File: config.mk
export PLATFORM = sky130hd
export DESIGN_NAME = mfm_sep
export DESIGN_NICKNAME = d
export VERILOG_FILES = /design/src/rtl/mfm_sep_pkg.sv /design/src/rtl/mfm_sep_sync.sv /design/src/rtl/mfm_sep_window.sv /design/src/rtl/mfm_sep_decide.sv /design/src/rtl/mfm_sep.sv
export SDC_FILE = /design/constraint.sdc
export NUM_CORES = 1
export LEC_CHECK = 0
export BUFFER_PORTS_ARGS = -buffer_cell sky130_fd_sc_hd__buf_2
export CAP_MARGIN = 30
export CORE_MARGIN = 1
export CORE_UTILIZATION = 30
export DETAILED_ROUTE_END_ITERATION = 7
export PLACE_DENSITY_LB_ADDON = 0.05
export SYNTH_ARGS = -nofsm -noshare
export SYNTH_HDL_FRONTEND = slang
export SYNTH_HIERARCHICAL = 1
export SYNTH_SLANG_ARGS = --single-unit
File: constraint.sdc
create_clock -name clk -period 7 [get_ports clk]
set_input_delay 1.4 -clock clk [delete_from_list [all_inputs] [get_ports clk]]
set_output_delay 1.4 -clock clk [all_outputs]
set_load 0.02 [all_outputs]
File: src/rtl/mfm_sep_pkg.sv
package mfm_sep_pkg;
   // Run state of the window counter
   typedef enum logic {
      WIN_HALT = 1'b0,
      WIN_RUN  = 1'b1
   } win_state_e;

   // Per-edge phase error classification
   typedef struct packed {
      logic late;
      logic early;
   } ph_err_t;
endpackage

File: src/rtl/mfm_sep_sync.sv
module mfm_sep_sync #(
   parameter int STAGES = 2
) (
   input  logic clk,
   input  logic rst_n,
   input  logic din,
   output logic q,
   output logic q_d
);
   logic [STAGES-1:0] chain;

   generate
      if (STAGES == 1) begin : g_one
         always_ff @(posedge clk or negedge rst_n) begin
            if (!rst_n) chain <= '0;
            else        chain <= din;
         end
      end else begin : g_many
         always_ff @(posedge clk or negedge rst_n) begin
            if (!rst_n) chain <= '0;
            else        chain <= {chain[STAGES-2:0], din};
         end
      end
   endgenerate

   always_ff @(posedge clk or negedge rst_n) begin
      if (!rst_n) q_d <= 1'b0;
      else        q_d <= chain[STAGES-1];
   end

   assign q = chain[STAGES-1];
endmodule

File: src/rtl/mfm_sep_window.sv
module mfm_sep_window
   import mfm_sep_pkg::*;
#(
   parameter int HALF_TICKS = 16,
   parameter int SLOW_STEP  = 1,
   parameter int FAST_STEP  = 4,
   parameter int ACQ_CELLS  = 8,
   localparam int PH_W      = $clog2(2*HALF_TICKS)
) (
   input  logic            clk,
   input  logic            rst_n,
   input  logic            restart,
   input  logic            edge_i,
   output logic [PH_W-1:0] ph,
   output logic            run,
   output logic            wrap,
   output logic            fast
);
   localparam int POS_W = $clog2(HALF_TICKS);
   localparam logic [POS_W-1:0] CENTER = POS_W'(HALF_TICKS/2);
   localparam logic [PH_W-1:0]  LAST   = PH_W'(2*HALF_TICKS-1);
   localparam logic [PH_W-1:0]  START  = PH_W'(HALF_TICKS/2 + 1);
   localparam logic [POS_W-1:0] SLOW_V = POS_W'(SLOW_STEP);
   localparam logic [POS_W-1:0] FAST_V = POS_W'(FAST_STEP);

   win_state_e        state, state_n;
   logic [PH_W-1:0]   ph_n;
   logic [POS_W-1:0]  pos, mag, amt, step_v;
   ph_err_t           perr;

   assign pos        = ph[POS_W-1:0];
   assign perr.late  = pos > CENTER;
   assign perr.early = pos < CENTER;
   assign mag        = perr.late ? (pos - CENTER) : (CENTER - pos);
   assign step_v     = fast ? FAST_V : SLOW_V;
   assign amt        = (mag < step_v) ? mag : step_v;
   assign run        = (state == WIN_RUN);

   always_comb begin
      state_n = state;
      ph_n    = ph;
      wrap    = 1'b0;
      if (restart) begin
         state_n = WIN_HALT;
         ph_n    = '0;
      end else if (state == WIN_HALT) begin
         if (edge_i) begin
            state_n = WIN_RUN;
            ph_n    = START;
         end
      end else begin
         if (edge_i && perr.late)
            ph_n = ph + PH_W'(1) - {{(PH_W-POS_W){1'b0}}, amt};
         else if (edge_i && perr.early)
            ph_n = ph + PH_W'(1) + {{(PH_W-POS_W){1'b0}}, amt};
         else
            ph_n = ph + PH_W'(1);
         wrap = (ph == LAST) && !(edge_i && perr.late);
      end
   end

   always_ff @(posedge clk or negedge rst_n) begin
      if (!rst_n) begin
         state <= WIN_HALT;
         ph    <= '0;
      end else begin
         state <= state_n;
         ph    <= ph_n;
      end
   end

   generate
      if (ACQ_CELLS > 0) begin : g_acq
         localparam int AW = $clog2(ACQ_CELLS+1);
         logic [AW-1:0] acq_cnt;
         always_ff @(posedge clk or negedge rst_n) begin
            if (!rst_n)                     acq_cnt <= AW'(ACQ_CELLS);
            else if (restart)               acq_cnt <= AW'(ACQ_CELLS);
            else if (wrap && acq_cnt != '0) acq_cnt <= acq_cnt - AW'(1);
         end
         assign fast = (acq_cnt != '0);
      end else begin : g_no_acq
         assign fast = 1'b0;
      end
   endgenerate
endmodule

File: src/rtl/mfm_sep_decide.sv
module mfm_sep_decide (
   input  logic clk,
   input  logic rst_n,
   input  logic clear,
   input  logic mode,
   input  logic edge_i,
   input  logic data_half,
   input  logic wrap,
   output logic bit_data,
   output logic bit_strobe
);
   logic hit;

   always_ff @(posedge clk or negedge rst_n) begin
      if (!rst_n) begin
         hit        <= 1'b0;
         bit_data   <= 1'b0;
         bit_strobe <= 1'b0;
      end else begin
         bit_strobe <= wrap && mode;
         if (wrap && mode)
            bit_data <= hit || (edge_i && data_half);
         if (clear || wrap)
            hit <= 1'b0;
         else if (edge_i && data_half)
            hit <= 1'b1;
      end
   end
endmodule

File: src/rtl/mfm_sep.sv
module mfm_sep #(
   parameter int HALF_TICKS  = 16,
   parameter int SLOW_STEP   = 1,
   parameter int FAST_STEP   = 4,
   parameter int ACQ_CELLS   = 8,
   parameter int SYNC_STAGES = 2
) (
   input  logic clk,
   input  logic rst_n,
   input  logic rd_mode,
   input  logic rd_pulse,
   input  logic ref_2f,
   output logic bit_data,
   output logic bit_strobe,
   output logic acq_fast
);
   localparam int PH_W  = $clog2(2*HALF_TICKS);
   localparam int N_IN  = 3;
   localparam int I_MOD = 0;
   localparam int I_RD  = 1;
   localparam int I_REF = 2;

   generate
      if (HALF_TICKS < 4 || (HALF_TICKS & (HALF_TICKS-1)) != 0) begin : g_bad_half
         $error("HALF_TICKS must be a power of two of at least 4");
      end
      if (SLOW_STEP < 1 || FAST_STEP < SLOW_STEP || FAST_STEP >= HALF_TICKS/2) begin : g_bad_step
         $error("need 1 <= SLOW_STEP <= FAST_STEP < HALF_TICKS/2");
      end
      if (SYNC_STAGES < 1) begin : g_bad_sync
         $error("SYNC_STAGES must be at least 1");
      end
      if (ACQ_CELLS < 0) begin : g_bad_acq
         $error("ACQ_CELLS must not be negative");
      end
   endgenerate

   logic [N_IN-1:0] raw_in, syn_q, syn_qd;
   assign raw_in = {ref_2f, rd_pulse, rd_mode};

   generate
      for (genvar i = 0; i < N_IN; i++) begin : g_sync
         mfm_sep_sync #(.STAGES(SYNC_STAGES)) u_sync (
            .clk   (clk),
            .rst_n (rst_n),
            .din   (raw_in[i]),
            .q     (syn_q[i]),
            .q_d   (syn_qd[i])
         );
      end
   endgenerate

   logic mode_s, restart, rd_rise, ref_rise, sel_edge;
   assign mode_s   = syn_q[I_MOD];
   assign restart  = syn_q[I_MOD] ^ syn_qd[I_MOD];
   assign rd_rise  = syn_q[I_RD]  & ~syn_qd[I_RD];
   assign ref_rise = syn_q[I_REF] & ~syn_qd[I_REF];
   assign sel_edge = mode_s ? rd_rise : ref_rise;

   logic [PH_W-1:0] win_ph;
   logic            win_run, win_wrap;

   mfm_sep_window #(
      .HALF_TICKS (HALF_TICKS),
      .SLOW_STEP  (SLOW_STEP),
      .FAST_STEP  (FAST_STEP),
      .ACQ_CELLS  (ACQ_CELLS)
   ) u_window (
      .clk     (clk),
      .rst_n   (rst_n),
      .restart (restart),
      .edge_i  (sel_edge),
      .ph      (win_ph),
      .run     (win_run),
      .wrap    (win_wrap),
      .fast    (acq_fast)
   );

   mfm_sep_decide u_decide (
      .clk        (clk),
      .rst_n      (rst_n),
      .clear      (restart),
      .mode       (mode_s),
      .edge_i     (sel_edge),
      .data_half  (win_ph[PH_W-1]),
      .wrap       (win_wrap),
      .bit_data   (bit_data),
      .bit_strobe (bit_strobe)
   );
endmodule

**Word level (Yosys, flattened, before mapping)**

Cells that the tools add are included.

- Register bits after elaboration: 22
- Bits of input ports: 5
- Output and inout bits: 3
- Logic and storage cells: 58

- $add $sub $neg: 6
- Order comparisons: 3
- Equality and inequality tests: 1
- Muxes and demuxes: 18
- Bitwise gates (word level): 5
- Reductions and logical operators: 13

Operator list:

| kind | number |
|---|---|
| 2-to-1 mux 5 bit | 5 |
| 2-to-1 mux 4 bit | 4 |
| 2-to-1 mux 1 bit | 8 |
| logical AND 1 bit | 6 |
| adder 5 x 1 -> 5 bit, second input constant | 1 |
| adder 5 x 4 -> 5 bit | 1 |
| == test 5 bit, second input constant | 1 |
| subtractor 5 x 4 -> 5 bit | 1 |
| > comparator 4 bit, second input constant | 1 |
| less-than comparator 4 bit | 1 |
| less-than comparator 4 bit, second input constant | 1 |
| nonzero test 2 bit | 2 |
| nonzero test 4 bit | 1 |
| subtractor 4 x 1 -> 4 bit, second input constant | 1 |
| subtractor 4 bit, first input constant | 1 |
| subtractor 4 bit, second input constant | 1 |
| 2-to-1 mux 3 bit | 1 |
| nonzero test 3 bit | 1 |
| bitwise AND 1 bit | 2 |
| logical OR 1 bit | 2 |
| NOT 1 bit | 2 |
| zero test 1 bit | 1 |
| bitwise XOR 1 bit | 1 |

**Longest topological paths before layout**

Gate-level depths: netlist of the first run.

- Word-level depth: 11
- Depth in mapped cells: 16

**By module**

The synthesis of the first run kept the hierarchy.

By module, submodules not included:

| module | instances | cells each | area an instance (µm²) | sequential area each (µm²) |
|---|---|---|---|---|
| mfm_sep_window | 1 | 121 | 1067.3 | 251.5 |
| mfm_sep_sync | 3 | 3 | 75.1 | 75.1 |
| mfm_sep_decide | 1 | 8 | 107.6 | 75.1 |
| mfm_sep | 1 | 4 | 32.5 | 0.0 |

**Worst setup path after synthesis of the first run**

Ideal clock, no wire load.

- Path kind: register to register
- From: reg u_window.ph[0]
- To: reg u_window.ph[1]
- Data arrival time: 2.982 ns
- Required time: 6.872 ns
- Slack: 3.890 ns
- Cell stages (with the launch flop): 16
- Clock period less this slack: 3.110 ns
- Path through: dfrtp_1 -> inv_1 -> ha_1 -> nor2_1 -> xor2_1 -> ha_1 -> or2_4 -> o21a_2 -> a21oi_1 -> ha_1 -> inv_1 -> fa_1 -> mux2i_1 -> mux2_2 -> a21oi_1 -> nor2_1

- Word-level cells in the longest chain between the ends: 9
- Elaborated cells on any way between the ends: 16
- Classes of those cells: add/sub (5); order compare (3); mux (6); reduce/logical (2)

Ends and longest elaborated chain:

| item | RTL line | text |
|---|---|---|
| start, declared | mfm_sep_window.sv:14 | `output logic [PH_W-1:0] ph,` |
| start signal, assigned | mfm_sep_window.sv:68 | `ph <= ph_n;` |
| subtractor 4 bit or > comparator 4 bit (tied branches) | mfm_sep_window.sv:34, mfm_sep_window.sv:32 |  |
| 2-to-1 mux 4 bit | mfm_sep_window.sv:34 | `assign mag = perr.late ? (pos - CENTER) : (CENTER - pos);` |
| less-than comparator 4 bit | mfm_sep_window.sv:36 | `assign amt = (mag < step_v) ? mag : step_v;` |
| 2-to-1 mux 4 bit | mfm_sep_window.sv:36 |  |
| adder 5 x 4 -> 5 bit | mfm_sep_window.sv:55 | `ph_n = ph + PH_W'(1) + {{(PH_W-POS_W){1'b0}}, amt};` |
| 2-to-1 mux 5 bit | mfm_sep_window.sv:54 | `else if (edge_i && perr.early)` |
| 2-to-1 mux 5 bit * | mfm_sep_window.sv:52 | `if (edge_i && perr.late)` |
| 2-to-1 mux 5 bit * | mfm_sep_window.sv:46 | `end else if (state == WIN_HALT) begin` |
| 2-to-1 mux 5 bit * | mfm_sep_window.sv:43 | `if (restart) begin` |

Mark *: on every way between the ends. The rest lies on a longest branch, timed or not.
A chain may end at the register's enable or synchronous reset.

**Final worst setup path of the first run**

- From: reg u_window.ph[0]
- To: reg u_window.ph[4]

The elaborated chain is that of the path after synthesis.

==> PnR_summary.wiki, run 1 <==
{| class="wikitable"
! Metric !! Value
|-
| Area enclosed by the die boundary || around 5100 um2
|-
| Required time reported for the critical path endpoint || 7.15 ns
|-
| Post-synth cell types || 49
|-
| Hold WC Path Type || register to register
|-
| Leakage power || 0.737 nW
|-
| Vertical die dimension || 71.1 um
|-
| Unrepaired setup endpoints after global routing || no
|-
| Die X || 71.1 um
|-
| Final number of hold-violating endpoints || 0
|-
| Global-route usage over all layers || 13.5%
|-
| Post-synth net total || 161
|-
| Initial Util || 32.0%
|-
| Internal power contribution || 0.259 mW
|-
| H-Tree Level Count || 1
|-
| Asr flop ratio synth || 100%
|-
| IR Drop Worst-Case VDD || 0.0000853 V
|-
| Status || finished clean
|-
| Count of state elements after synthesis || 22
|-
| First-pass detailed-route iteration total || 4
|-
| Main flop type after synthesis || sky130_fd_sc_hd__dfrtp_1
|-
| First-pass GRT wire length || 5290 um
|-
| Start point of the worst hold path || g_sync[2].u_sync/chain[0]$_DFF_PN0_
|-
| Average cell area after synthesis || 10.1 um2
|-
| Area of the mapped netlist || 1430 um2
|-
| Portion of total power attributed to combinational logic || 30.6%
|-
| DP Wirelength || about 2200 um
|-
| Total via count after detailed routing || ~1000
|-
| Maximum frequency from static timing analysis || slightly below 0.3 GHz
|-
| Area growth from synthesis to layout || 10.7%
|-
| Crit path DAT || 3.61 ns
|-
| Clk sink count || 22
|-
| Total count of max-transition violations in the final report || 0
|-
| Final #Nets || 170
|-
| Buffer type at the clock tree root || sky130_fd_sc_hd__clkbuf_8
|-
| Count of final setup violators || 0
|-
| Sequential fraction of design power || 38.1%
|-
| Clock latency on the worst-skew pair || between 0.2 and 0.3 ns
|-
| Worst Setup Path Type || register to register
|-
| Maximum clock skew at final layout || 0.00148 ns
|-
| Clk pin slew, worst setup/hold paths || 0.08 ns
|-
| Diode count || 0
|-
| Worst flop-to-flop path startpoint || u_window/ph[0]$_DFFE_PN0P_
|-
| Crit share post-route || 49.5%
|-
| Num CTS Buffers || 3
|-
| Area share of the leading cell type in the synthesized netlist || 36.7%
|-
| Final worst-path setup slack || between 3 and 4 ns
|-
| Count of pins on the block boundary || 8
|-
| Post-DR wirelength/cell || 14.8 um
|-
| Relative contribution of the clock network to total power || 31.3%
|-
| Largest net degree at the start of global routing || 23
|-
| Syn. warnings || 6
|-
| Relative max-transition margin || between 30% and 40%
|-
| Max-cap violations || 0
|-
| Sw frac || 31.5%
|-
| Global route total overflow || 0
|-
| Synth area leaders || sky130_fd_sc_hd__dfrtp_1, sky130_fd_sc_hd__ha_1, sky130_fd_sc_hd__mux2i_1
|-
| Setup slack at placement || 3.54 ns
|-
| Final weighted congestion in routability-driven placement || 0.785
|-
| Final wirelength || between 2000 and 3000 um
|-
| Startpoint of the worst setup timing path || u_window/ph[0]$_DFFE_PN0P_
|-
| Row Count || 24
|-
| Final Critical Period || 3.46 ns
|-
| Post-CTS Setup Inserts || 0
|-
| Largest buffer count on any clock path || 2
|-
| Largest fanout on the critical path || 8
|-
| Largest area contributor in the synthesized netlist || sky130_fd_sc_hd__dfrtp_1
|-
| Via-to-Cell Ratio || 5.10
|-
| Transition time of the tightest slew-check pin || 0.909 ns
|-
| Kind of start point of the critical path || register
|-
| Via count of the first global-routing pass || 1089
|-
| Power density over the cells || 238 nW/um2
|-
| Post-Syn Instances || 142
|-
| Total of cells resized after clock tree synthesis || 0
|-
| Placeable core region || 4470 um2
|-
| Cts hold-fix bufs || 0
|-
| Sequential element share of the synthesized area || 38.5%
|-
| TritonCTS clock tree || built
|-
| Final setup TNS || 0 ns
|-
| Net switching power || 0.119 mW
|-
| Layout fillers || between 400 and 500
|-
| Final antenna-violating net count || 0
|-
| Kind of end point of the critical path || register
|-
| Post-synth EDFFs || 0
|-
| Drc violations || 0
|-
| Initial DRC count || 73
|-
| Number of I/O port buffers || 7
|-
| Layout cells sized above 1 || 18.7%
|-
| Antenna violations before repair || 0
|}
## area by class of cell
| cell class | instances | area, um2 | area share [%] |
|---|---|---|---|
| repair buffers | 8 | 42.5 | 2.68 |
| flip-flops and latches | 22 | 552 | 34.8 |
| inverters | 12 | 45.0 | 2.84 |
| multi-input cells | 104 | 810 | 51.1 |
| clock inverters | 1 | 30.0 | 1.89 |
| clock buffers | 3 | 41.3 | 2.60 |
| well taps | 52 | 65.1 | 4.10 |
## sequential cells by signal, indices dropped and copies added (netlist names)
register and count:
u_window/ph 5, g_sync.u_sync/chain 6, u_decide/hit 1, u_decide/bit_strobe 1, u_decide/bit_data 1, u_window/run 1
u_window/g_acq.acq_cnt 4, g_sync.u_sync/q_d 3
## layer usage
layer,vias to the layer above,track usage (%),wire length [um]
met5,-,0,0
met1,495,18.0,1460
met3,2,1.71,68
met2,17,22.9,1430
li1,516,-,-
met4,0,4.00,19
## worst max-delay path, stage by stage (launching register included)
cell and delay (ns):
sky130_fd_sc_hd__dfrtp_1 0.49, sky130_fd_sc_hd__inv_1 0.13, sky130_fd_sc_hd__ha_1 0.28, sky130_fd_sc_hd__nor2_1 0.13, sky130_fd_sc_hd__xor2_1 0.11, sky130_fd_sc_hd__ha_1 0.24
sky130_fd_sc_hd__or2_4 0.26, sky130_fd_sc_hd__o21a_2 0.21, sky130_fd_sc_hd__a21oi_1 0.18, sky130_fd_sc_hd__ha_1 0.23, sky130_fd_sc_hd__inv_1 0.06, sky130_fd_sc_hd__fa_1 0.40
sky130_fd_sc_hd__nor4_1 0.28, sky130_fd_sc_hd__a211oi_1 0.10, sky130_fd_sc_hd__mux2i_1 0.16, sky130_fd_sc_hd__nand3_1 0.08
## metrics by stage
stage	hold slack [ns]	util, %	instances	total power [mW]	instance area [um2]
floorplan	0.331	-	142	0.234	1430
global placement	0.334	33.8	198	0.262	1510
detailed placement	0.335	33.8	198	0.261	1510
CTS	0.354	35.4	202	0.382	1590
global route	0.364	35.4	202	0.401	1590
finish	0.352	35.4	202	0.378	1590
## path summary, 6_finish.rpt
| check | to | slack (ns) | cells after the start |
|---|---|---|---|
| max | u_window/ph[4]$_DFFE_PN0P_ | 3.54 | 15 |
| min in group asynchronous | g_sync[0].u_sync/chain[0]$_DFF_PN0_ | 1.09 | 1 |
| max reg2reg | u_window/ph[4]$_DFFE_PN0P_ | 3.54 | 15 |
| min reg2reg | g_sync[2].u_sync/chain[1]$_DFF_PN0_ | 0.35 | 0 |
| max in group asynchronous | u_window/g_acq.acq_cnt[3]$_DFFE_PN1P_ | 5.55 | 1 |
| min | g_sync[2].u_sync/chain[1]$_DFF_PN0_ | 0.35 | 0 |
## power by group through the flow
stage	Clock, mW	Sequential (mW)	Combinational [mW]
3_5_place_dp	0	0.146	0.114
5_1_grt	0.126	0.145	0.130
3_3_place_gp	0	0.146	0.115
2_1_floorplan	0	0.140	0.0934
4_1_cts	0.122	0.144	0.116
6_report	0.118	0.144	0.116
## layout by cell type (no fill, tap or decap), drive strengths merged, types with 4 or more instances in the layout
master and count:
nor2b 5, dfrtp 21, a21oi 8, nor2 7, buf 8, nor3 5, o21ai 8, ha 12
mux2i 6, inv 12, nand2 8, xor2 4, nand3b 4
## synth_stat cells (all sizes together) (3+ instances only)
cell type / instances
nor3: 5
ha: 12
dfrtp: 21
mux2i: 6
and3: 3
inv: 12
nand3: 3
a211oi: 3
nor2: 7
nand3b: 4
nand2b: 3
nand2: 8
a21oi: 8
xor2: 4
o21ai: 8
buf: 3
nor2b: 5
## cell families (layout without fill, tap and decap cells)
logic type               Yosys count  after routing  synth area share, %
AO/OA/AOI/OAI                     31             31                 15.1
XOR/XNOR                           4              4                 2.45
adder cells (fa/ha/maj)           14             14                 13.3
buffers and inverters             16             24                 4.98
multiplexers                       7              7                 4.98
flip-flops                        22             22                 38.5
AND/OR/NAND/NOR                   48             48                 20.7
Power figures use the tool's default switching activity.
==> run 2: changes to the inputs <==
- ABC_AREA: not set -> 1
- clock period: 7 -> 3.5 ns (I/O delays scaled with it)
==> run 2 against run 1 <==
Synthesized area increased by 1.4%. Critical path depth increased by 7. Non-clock buffer count increased by 3. Fmax increased by 9.3%. Register-to-register slack got worse by 3.2 ns. Flip-flop and latch count unchanged. Clock power increased by 54%. Utilization increased by 1.0 points. Worst hold slack improved by 0.0010 ns. Global-route usage decreased by 0.87 points. Sequential power increased by 94%. Routed wire length decreased by 0.50%. Highest routed layer unchanged.
==> PnR_summary.wiki, run 2 <==
{| class="wikitable"
! Metric !! Value
|-
| Placeable core region || 4500 um2 (was 4470 um2)
|-
| Area of the multi-input gates || 773 um2 (was 810 um2)
|-
| Area taken by flip-flops and latches || 553 um2 (was 552 um2)
|-
| Largest net degree at the start of global routing || 23 (unchanged)
|-
| First-pass GRT wire length || 5030 um (was 5290 um)
|-
| Area share of the leading cell type in the synthesized netlist || 36.2% (was 36.7%)
|-
| Die X || 71.6 um (was 71.1 um)
|-
| Layout fillers || 473 (was 457)
|-
| Final wirelength || 2970 um (was 2980 um)
|-
| Final weighted congestion in routability-driven placement || 0.877 (was 0.785)
|-
| Post-Layout Inst Area || 1640 um2 (was 1590 um2)
|-
| Drc violations || 0 (unchanged)
|-
| Leading cell type in the layout, fill and taps excluded || sky130_fd_sc_hd__nand2_1 (was sky130_fd_sc_hd__dfrtp_1)
|-
| Clock latency on the worst-skew pair || 0.26 ns (about the same)
|-
| Maximum frequency from static timing analysis || 0.315 GHz (was 0.289 GHz)
|-
| Row Count || 24 (unchanged)
|-
| Total count of max-transition violations in the final report || 0 (unchanged)
|-
| Max-cap violations || 0 (unchanged)
|-
| Via-to-Cell Ratio || 4.67 (was 5.10)
|-
| First-pass detailed-route iteration total || 4 (unchanged)
|-
| Asr flop ratio synth || 100% (unchanged)
|-
| Post-synth cell types || 26 (was 49)
|-
| Global-route usage over all layers || 12.6% (was 13.5%)
|-
| Layout cells sized above 1 || 20.3% (was 18.7%)
|-
| Area growth from synthesis to layout || 13.0% (was 10.7%)
|-
| Via count of the first global-routing pass || 1087 (was 1089)
|-
| Initial Util || 32.2% (was 32.0%)
|-
| Final antenna-violating net count || 0 (unchanged)
|-
| Hold WC Path Type || register to register (unchanged)
|-
| Status || finished clean (unchanged)
|-
| Largest fanout on the critical path || 3 (was 8)
|-
| H-Tree Level Count || 1 (unchanged)
|-
| Biggest regs || g_sync.u_sync/chain (6), u_window/ph (5), u_window/g_acq.acq_cnt (4) (unchanged)
|-
| Sequential element share of the synthesized area || 38.0% (was 38.5%)
|-
| Main flop type after synthesis || sky130_fd_sc_hd__dfrtp_1 (unchanged)
|-
| Syn. warnings || 6 (unchanged)
|-
| Most numerous cell types in the synthesized netlist || sky130_fd_sc_hd__nand2_1, sky130_fd_sc_hd__inv_1, sky130_fd_sc_hd__dfrtp_1, sky130_fd_sc_hd__nand3_1, sky130_fd_sc_hd__ha_1 (was sky130_fd_sc_hd__dfrtp_1, sky130_fd_sc_hd__ha_1, sky130_fd_sc_hd__inv_1)
|-
| Diode count || 0 (unchanged)
|-
| Placed instance area || 1580 um2 (was 1510 um2)
|-
| Cell class contributing the biggest share of worst-path delay || adder cells (unchanged)
|-
| Number of I/O port buffers || 7 (unchanged)
|-
| Count of state elements after synthesis || 22 (unchanged)
|-
| Final worst-path setup slack || 0.329 ns (was 3.54 ns)
|-
| Crit path DAT || 3.31 ns (was 3.61 ns)
|-
| Buffer type at the clock tree root || sky130_fd_sc_hd__clkbuf_8 (unchanged)
|-
| Largest area contributor in the synthesized netlist || sky130_fd_sc_hd__dfrtp_1 (unchanged)
|-
| Worst Setup Path Type || register to register (unchanged)
|-
| Final #Nets || 217 (was 170)
|-
| Average cell area after synthesis || 7.98 um2 (was 10.1 um2)
|-
| Post-Syn Instances || 182 (was 142)
|-
| Worst slack on hold paths || 0.353 ns (was 0.352 ns)
|-
| Kind of end point of the critical path || register (unchanged)
|-
| DP Wirelength || 2330 um (was 2220 um)
|-
| Setup slack at placement || 0.245 ns (was 3.54 ns)
|-
| Kind of start point of the critical path || register (unchanged)
|-
| Number of flip-flops in the largest register || 6 (unchanged)
|-
| CP cell instances || inv_1, ha_1, a21oi_1, o21ai_0, nand2_1, inv_1, ha_1, o21bai_1, a21oi_2, nand2_2, nand2_2, o21ai_1, inv_1, ha_1, inv_1, fa_1, nor2_2, nor2_1, nand2_1, nand3_1, o211ai_1, o21ai_0 (was inv_1, ha_1, nor2_1, xor2_1, ha_1, or2_4, o21a_2, a21oi_1, ha_1, inv_1, fa_1, nor4_1, a211oi_1, mux2i_1, nand3_1)
|-
| Relative max-transition margin || 67.0% (was 39.4%)
|-
| Most used cells in the layout excluding fill and tap cells || sky130_fd_sc_hd__nand2_1, sky130_fd_sc_hd__inv_1, sky130_fd_sc_hd__nand3_1 (was sky130_fd_sc_hd__dfrtp_1, sky130_fd_sc_hd__ha_1, sky130_fd_sc_hd__inv_1)
|-
| Required time reported for the critical path endpoint || 3.64 ns (was 7.15 ns)
|-
| Clk pin slew, worst setup/hold paths || 0.08 ns (about the same)
|-
| Post-synth net total || 201 (was 161)
|-
| Largest buffer count on any clock path || 2 (unchanged)
|-
| Initial DRC count || 78 (was 73)
|-
| Count of final setup violators || 0 (unchanged)
|-
| Number of buffer and inverter instances along the worst setup path || 4 (was 2)
|-
| Vertical die dimension || 71.6 um (was 71.1 um)
|-
| Most instantiated library cell after synthesis || sky130_fd_sc_hd__nand2_1 (was sky130_fd_sc_hd__dfrtp_1)
|-
| Stage delay of the slowest cell on the critical path || 0.40 ns (was 0.49 ns)
|-
| Slowest library cell on the worst path || sky130_fd_sc_hd__fa_1 (was sky130_fd_sc_hd__dfrtp_1)
|-
| Post-synth EDFFs || 0 (unchanged)
|-
| Num CTS Buffers || 3 (unchanged)
|-
| Maximum clock skew at final layout || 0.00366 ns (was 0.00148 ns)
|-
| Most prevalent standard cell on the critical path || sky130_fd_sc_hd__inv_1 (was sky130_fd_sc_hd__ha_1)
|-
| TritonCTS clock tree || built (unchanged)
|-
| Transition time of the tightest slew-check pin || 0.495 ns (was 0.909 ns)
|-
| Post-DR wirelength/cell || 11.9 um (was 14.8 um)
|-
| Synth area leaders || sky130_fd_sc_hd__dfrtp_1, sky130_fd_sc_hd__nand2_1, sky130_fd_sc_hd__ha_1 (was sky130_fd_sc_hd__dfrtp_1, sky130_fd_sc_hd__ha_1, sky130_fd_sc_hd__mux2i_1)
|-
| Crit share post-route || 90.6% (was 49.5%)
|-
| Power density over the cells || 465 nW/um2 (was 238 nW/um2)
|-
| Antenna violations before repair || 0 (unchanged)
|-
| Final number of hold-violating endpoints || 0 (unchanged)
|-
| Clk sink count || 22 (unchanged)
|-
| Final Critical Period || 3.17 ns (was 3.46 ns)
|-
| Area enclosed by the die boundary || 5120 um2 (was 5060 um2)
|-
| Reg with most FFs || g_sync.u_sync/chain (unchanged)
|-
| IR Drop Worst-Case VDD || 0.000158 V (was 0.0000853 V)
|-
| Leakage power || 0.906 nW (was 0.737 nW)
|-
| Total via count after detailed routing || 1162 (was 1030)
|-
| Global route total overflow || 0 (unchanged)
|-
| Area of the mapped netlist || 1450 um2 (was 1430 um2)
|-
| Count of pins on the block boundary || 8 (unchanged)
|}
==> run 2: final timing paths <==
kind                                                      from                             endpoint  slack [ns]  cells after the start
max in group asynchronous                                rst_n           u_window/ph[1]$_DFFE_PN0P_        2.74                      1
min                        g_sync[2].u_sync/chain[0]$_DFF_PN0_  g_sync[2].u_sync/chain[1]$_DFF_PN0_        0.35                      0
min in group asynchronous                                rst_n        u_decide/bit_data$_DFFE_PN0P_        0.40                      1
min reg2reg                g_sync[2].u_sync/chain[0]$_DFF_PN0_  g_sync[2].u_sync/chain[1]$_DFF_PN0_        0.35                      0
max                                 u_window/ph[1]$_DFFE_PN0P_           u_window/ph[2]$_DFFE_PN0P_        0.33                     22
max reg2reg                         u_window/ph[1]$_DFFE_PN0P_           u_window/ph[2]$_DFFE_PN0P_        0.33                     22
==> run 2: logic make-up (layout without fill, tap and decap cells) <==
family                   Yosys count  count (layout)  synth area share, %
adder cells (fa/ha/maj)           14              14                 13.1
AND/OR/NAND/NOR                   87              87                 28.8
buffers and inverters             34              49                 8.96
AO/OA/AOI/OAI                     21              21                 8.79
XOR/XNOR                           4               4                 2.41
flip-flops                        22              22                 38.0
==> run 2: layer usage <==
metal,GRT usage (%),up-vias,part of all wire [%]
met5,0,-,0
met2,19.9,14,43
met4,1.31,0,0.13
li1,-,615,-
met3,2.95,2,3.0
met1,18.3,531,54
==> run 2: worst reg2reg max path, cell delays in order, from the launching register on <==
cell and delay (ns):
sky130_fd_sc_hd__dfrtp_2 0.38, sky130_fd_sc_hd__inv_1 0.09, sky130_fd_sc_hd__ha_1 0.24, sky130_fd_sc_hd__a21oi_1 0.11
sky130_fd_sc_hd__o21ai_0 0.09, sky130_fd_sc_hd__nand2_1 0.11, sky130_fd_sc_hd__inv_1 0.05, sky130_fd_sc_hd__ha_1 0.19
sky130_fd_sc_hd__o21bai_1 0.16, sky130_fd_sc_hd__a21oi_2 0.15, sky130_fd_sc_hd__nand2_2 0.10, sky130_fd_sc_hd__nand2_2 0.07
sky130_fd_sc_hd__o21ai_1 0.06, sky130_fd_sc_hd__inv_1 0.08, sky130_fd_sc_hd__ha_1 0.17, sky130_fd_sc_hd__inv_1 0.06
sky130_fd_sc_hd__fa_1 0.40, sky130_fd_sc_hd__nor2_2 0.15, sky130_fd_sc_hd__nor2_1 0.05, sky130_fd_sc_hd__nand2_1 0.05
sky130_fd_sc_hd__nand3_1 0.07, sky130_fd_sc_hd__o211ai_1 0.11, sky130_fd_sc_hd__o21ai_0 0.11
==> run 2: repair_timing <==
action	in CTS	in global routing
endpoints found under the setup margin	0	3
hold buffers	0	0
buffers inserted	0	1
resized for setup	0	2
==> run 2: power breakdown <==
part	switching [mW]	leakage, nW	total [mW]	internal, mW
combinational	0.194	0.600	0.302	0.109
clock	0.0814	0.0288	0.182	0.100
sequential	0.0112	0.277	0.280	0.269
total	0.286	0.906	0.764	0.478
==> run 2: cell type report <==
cell class | count | area share [%]
multi-input cells | 126 | 47.1
flip-flops and latches | 22 | 33.7
inverters | 34 | 7.93
repair buffers | 11 | 3.96
well taps | 52 | 3.96
clock buffers | 4 | 3.35
==> run 2: stage by stage <==
| step | setup TNS (ns) | std cells | utilization [%] | power [mW] |
|---|---|---|---|---|
| 6_report | 0 | 249 | 36.4 | 0.764 |
| 5_1_grt | -0.00801 | 249 | 36.4 | 0.831 |
| 4_1_cts | 0 | 248 | 36.2 | 0.771 |
| 3_5_place_dp | 0 | 244 | 35.0 | 0.583 |
| 3_3_place_gp | 0 | 244 | 35.0 | 0.583 |
| 2_1_floorplan | 0 | 182 | - | 0.508 |
==> run 3: changes to the inputs <==
- CORE_UTILIZATION: 30 -> 60
- RECOVER_POWER: not set -> 100
==> run 3 against run 2 <==
Register-to-register slack got worse by 0.03 ns. Critical path depth unchanged. Clock power decreased by 38%. Non-clock buffer count decreased by 3. Routed wire length decreased by 10%. Via count increased by 0.17%. Die area decreased by 49%. Sequential power increased by 2%. Critical path type unchanged. Critical endpoint is now u_window/ph[4]$_DFFE_PN0P_. Highest routed layer unchanged.
==> PnR_summary.wiki, run 3 (synthesized netlist as in run 2, its figures left out) <==
{| class="wikitable"
! Metric !! Value
|-
| Max-cap violations || 0 (unchanged)
|-
| M2 GR Usage || 44.3% (was 19.9%)
|-
| Area enclosed by the die boundary || 2620 um2 (was 5120 um2)
|-
| Num CTS Buffers || 3 (unchanged)
|-
| Reg with most FFs || g_sync.u_sync/chain (unchanged)
|-
| CP cell instances || inv_1, ha_1, a21oi_1, o21ai_0, nand2_1, inv_1, ha_1, o21bai_1, a21oi_2, nand2_2, nand2_2, o21ai_1, inv_1, ha_1, inv_1, fa_1, a21oi_1, nand3_1, nand2_1, nand2_1, nand3_1, nand2_1 (was inv_1, ha_1, a21oi_1, o21ai_0, nand2_1, inv_1, ha_1, o21bai_1, a21oi_2, nand2_2, nand2_2, o21ai_1, inv_1, ha_1, inv_1, fa_1, nor2_2, nor2_1, nand2_1, nand3_1, o211ai_1, o21ai_0)
|-
| Post-CTS Setup Inserts || 0 (unchanged)
|-
| Largest net degree at the start of global routing || 23 (unchanged)
|-
| Met1 usage in global routing || 30.8% (was 18.3%)
|-
| Status || finished clean (unchanged)
|-
| Final weighted congestion in routability-driven placement || 0.938 (was 0.877)
|-
| Hold WC Path Type || register to register (unchanged)
|-
| Stage delay of the slowest cell on the critical path || 0.42 ns (was 0.40 ns)
|-
| Kind of start point of the critical path || register (unchanged)
|-
| TritonCTS clock tree || built (unchanged)
|-
| Maximum frequency from static timing analysis || 0.313 GHz (was 0.315 GHz)
|-
| Final antenna-violating net count || 0 (unchanged)
|-
| Final setup TNS || 0 ns (unchanged)
|-
| Final Critical Period || 3.20 ns (was 3.17 ns)
|-
| Largest buffer count on any clock path || 2 (unchanged)
|-
| Leakage power || 0.866 nW (was 0.906 nW)
|-
| Area taken by flip-flops and latches || 553 um2 (unchanged)
|-
| Most congested layer reported by global routing || met2 (unchanged)
|-
| Number of buffer and inverter instances along the worst setup path || 4 (unchanged)
|-
| Via-to-Cell Ratio || 5.24 (was 4.67)
|-
| Final wirelength || 2670 um (was 2970 um)
|-
| Slowest library cell on the worst path || sky130_fd_sc_hd__dfrtp_2 (was sky130_fd_sc_hd__fa_1)
|-
| Maximum clock skew at final layout || 0.00346 ns (was 0.00366 ns)
|-
| Clk pin slew, worst setup/hold paths || 0.11 ns (was 0.08 ns)
|-
| Crit path DAT || 3.39 ns (was 3.31 ns)
|-
| Total via count after detailed routing || 1164 (was 1162)
|-
| Final number of hold-violating endpoints || 0 (unchanged)
|-
| Number of flip-flops in the largest register || 6 (unchanged)
|-
| Final worst-path setup slack || 0.302 ns (was 0.329 ns)
|-
| Vertical die dimension || 51.2 um (was 71.6 um)
|-
| Row Count || 17 (was 24)
|-
| Worst slack on hold paths || 0.359 ns (was 0.353 ns)
|-
| Initial DRC count || 30 (was 78)
|-
| Count of pins on the block boundary || 8 (unchanged)
|-
| Most used cells in the layout excluding fill and tap cells || sky130_fd_sc_hd__nand2_1, sky130_fd_sc_hd__inv_1, sky130_fd_sc_hd__nand3_1 (unchanged)
|-
| Antenna violations before repair || 0 (unchanged)
|-
| Post-DR wirelength/cell || 12.0 um (was 11.9 um)
|-
| H-Tree Level Count || 1 (unchanged)
|-
| Leading cell type in the layout, fill and taps excluded || sky130_fd_sc_hd__nand2_1 (unchanged)
|-
| Global-route usage over all layers || 24.8% (was 12.6%)
|-
| Area growth from synthesis to layout || 5.94% (was 13.0%)
|-
| Area of the multi-input gates || 757 um2 (was 773 um2)
|-
| Layout fillers || 189 (was 473)
|-
| Crit share post-route || 91.4% (was 90.6%)
|-
| Placeable core region || 2250 um2 (was 4500 um2)
|-
| Die X || 51.2 um (was 71.6 um)
|-
| Largest fanout on the critical path || 6 (was 3)
|-
| Clk sink count || 22 (unchanged)
|-
| Setup slack at placement || 0.301 ns (was 0.245 ns)
|-
| DP Wirelength || 2140 um (was 2330 um)
|-
| Final #Nets || 214 (was 217)
|-
| Layout cells sized above 1 || 13.4% (was 20.3%)
|-
| Biggest regs || g_sync.u_sync/chain (6), u_window/ph (5), u_window/g_acq.acq_cnt (4) (unchanged)
|-
| Transition time of the tightest slew-check pin || 1.13 ns (was 0.495 ns)
|-
| Drc violations || 0 (unchanged)
|-
| Cell class contributing the biggest share of worst-path delay || adder cells (unchanged)
|-
| Via count of the first global-routing pass || 1146 (was 1087)
|-
| Buffer type at the clock tree root || sky130_fd_sc_hd__clkbuf_4 (was sky130_fd_sc_hd__clkbuf_8)
|-
| Required time reported for the critical path endpoint || 3.70 ns (was 3.64 ns)
|-
| Number of I/O port buffers || 7 (unchanged)
|-
| IR Drop Worst-Case VDD || 0.000380 V (was 0.000158 V)
|-
| Global route total overflow || 0 (unchanged)
|-
| First-pass GRT wire length || 4840 um (was 5030 um)
|-
| Diode count || 0 (unchanged)
|-
| Relative max-transition margin || 25.0% (was 67.0%)
|-
| Power density over the cells || 442 nW/um2 (was 465 nW/um2)
|-
| Total count of max-transition violations in the final report || 0 (unchanged)
|-
| Worst Setup Path Type || register to register (unchanged)
|-
| First-pass detailed-route iteration total || 4 (unchanged)
|-
| Unrepaired setup endpoints after global routing || no
|-
| Initial Util || 64.4% (was 32.2%)
|-
| Count of final setup violators || 0 (unchanged)
|-
| Met3 Use GR || 2.68% (was 2.95%)
|-
| Cts hold-fix bufs || 0 (unchanged)
|-
| Kind of end point of the critical path || register (unchanged)
|-
| Clock latency on the worst-skew pair || 0.29 ns (was 0.26 ns)
|}
-- run 3: final cells by class --
| cell class | instances | area share, % |
|---|---|---|
| clock buffers | 4 | 1.71 |
| inverters | 34 | 8.46 |
| multi-input cells | 126 | 49.2 |
| flip-flops and latches | 22 | 35.9 |
| well taps | 28 | 2.28 |
| repair buffers | 8 | 2.44 |
-- run 3: final timing paths --
path | slack, ns | cells past startpoint | end | start
worst max register to register | 0.30 | 22 | u_window/ph[4]$_DFFE_PN0P_ | u_window/ph[1]$_DFFE_PN0P_
max in group asynchronous | 2.17 | 1 | u_window/ph[1]$_DFFE_PN0P_ | rst_n
min in group asynchronous | 0.59 | 1 | g_sync[1].u_sync/chain[0]$_DFF_PN0_ | rst_n
worst min-delay path | 0.36 | 0 | g_sync[0].u_sync/chain[1]$_DFF_PN0_ | g_sync[0].u_sync/chain[0]$_DFF_PN0_
worst min register to register | 0.36 | 0 | g_sync[0].u_sync/chain[1]$_DFF_PN0_ | g_sync[0].u_sync/chain[0]$_DFF_PN0_
worst max-delay path | 0.30 | 22 | u_window/ph[4]$_DFFE_PN0P_ | u_window/ph[1]$_DFFE_PN0P_
-- run 3: stage by stage --
| step | std cells | power (mW) | utilization, % | instance area (um2) |
|---|---|---|---|---|
| detailed placement | 218 | 0.572 | 67.9 | 1530 |
| floorplan | 182 | 0.508 | - | 1450 |
| global route | 222 | 0.739 | 68.3 | 1540 |
| global placement | 218 | 0.566 | 67.9 | 1530 |
| finish | 222 | 0.680 | 68.3 | 1540 |
| CTS | 222 | 0.689 | 69.0 | 1560 |
-- run 3: routing by layer --
layer / vias to the layer above / share of wire, %
li1: 607 / -
met1: 526 / 45
met2: 27 / 51
met3: 4 / 2.9
met4: 0 / 1.7
met5: - / 0
-- run 3: what timing repair did --
| item | in CTS | in global routing |
|---|---|---|
| endpoints found under the hold margin | 0 | 0 |
| endpoints found under the setup margin | 0 | 2 |
| gates resized for setup | 0 | 1 |
-- run 3: power by group --
group	leakage, nW	internal (mW)	switching [mW]	total, mW
sequential	0.277	0.269	0.0154	0.285
clock	0.0150	0.0443	0.0675	0.112
combinational	0.574	0.101	0.183	0.284
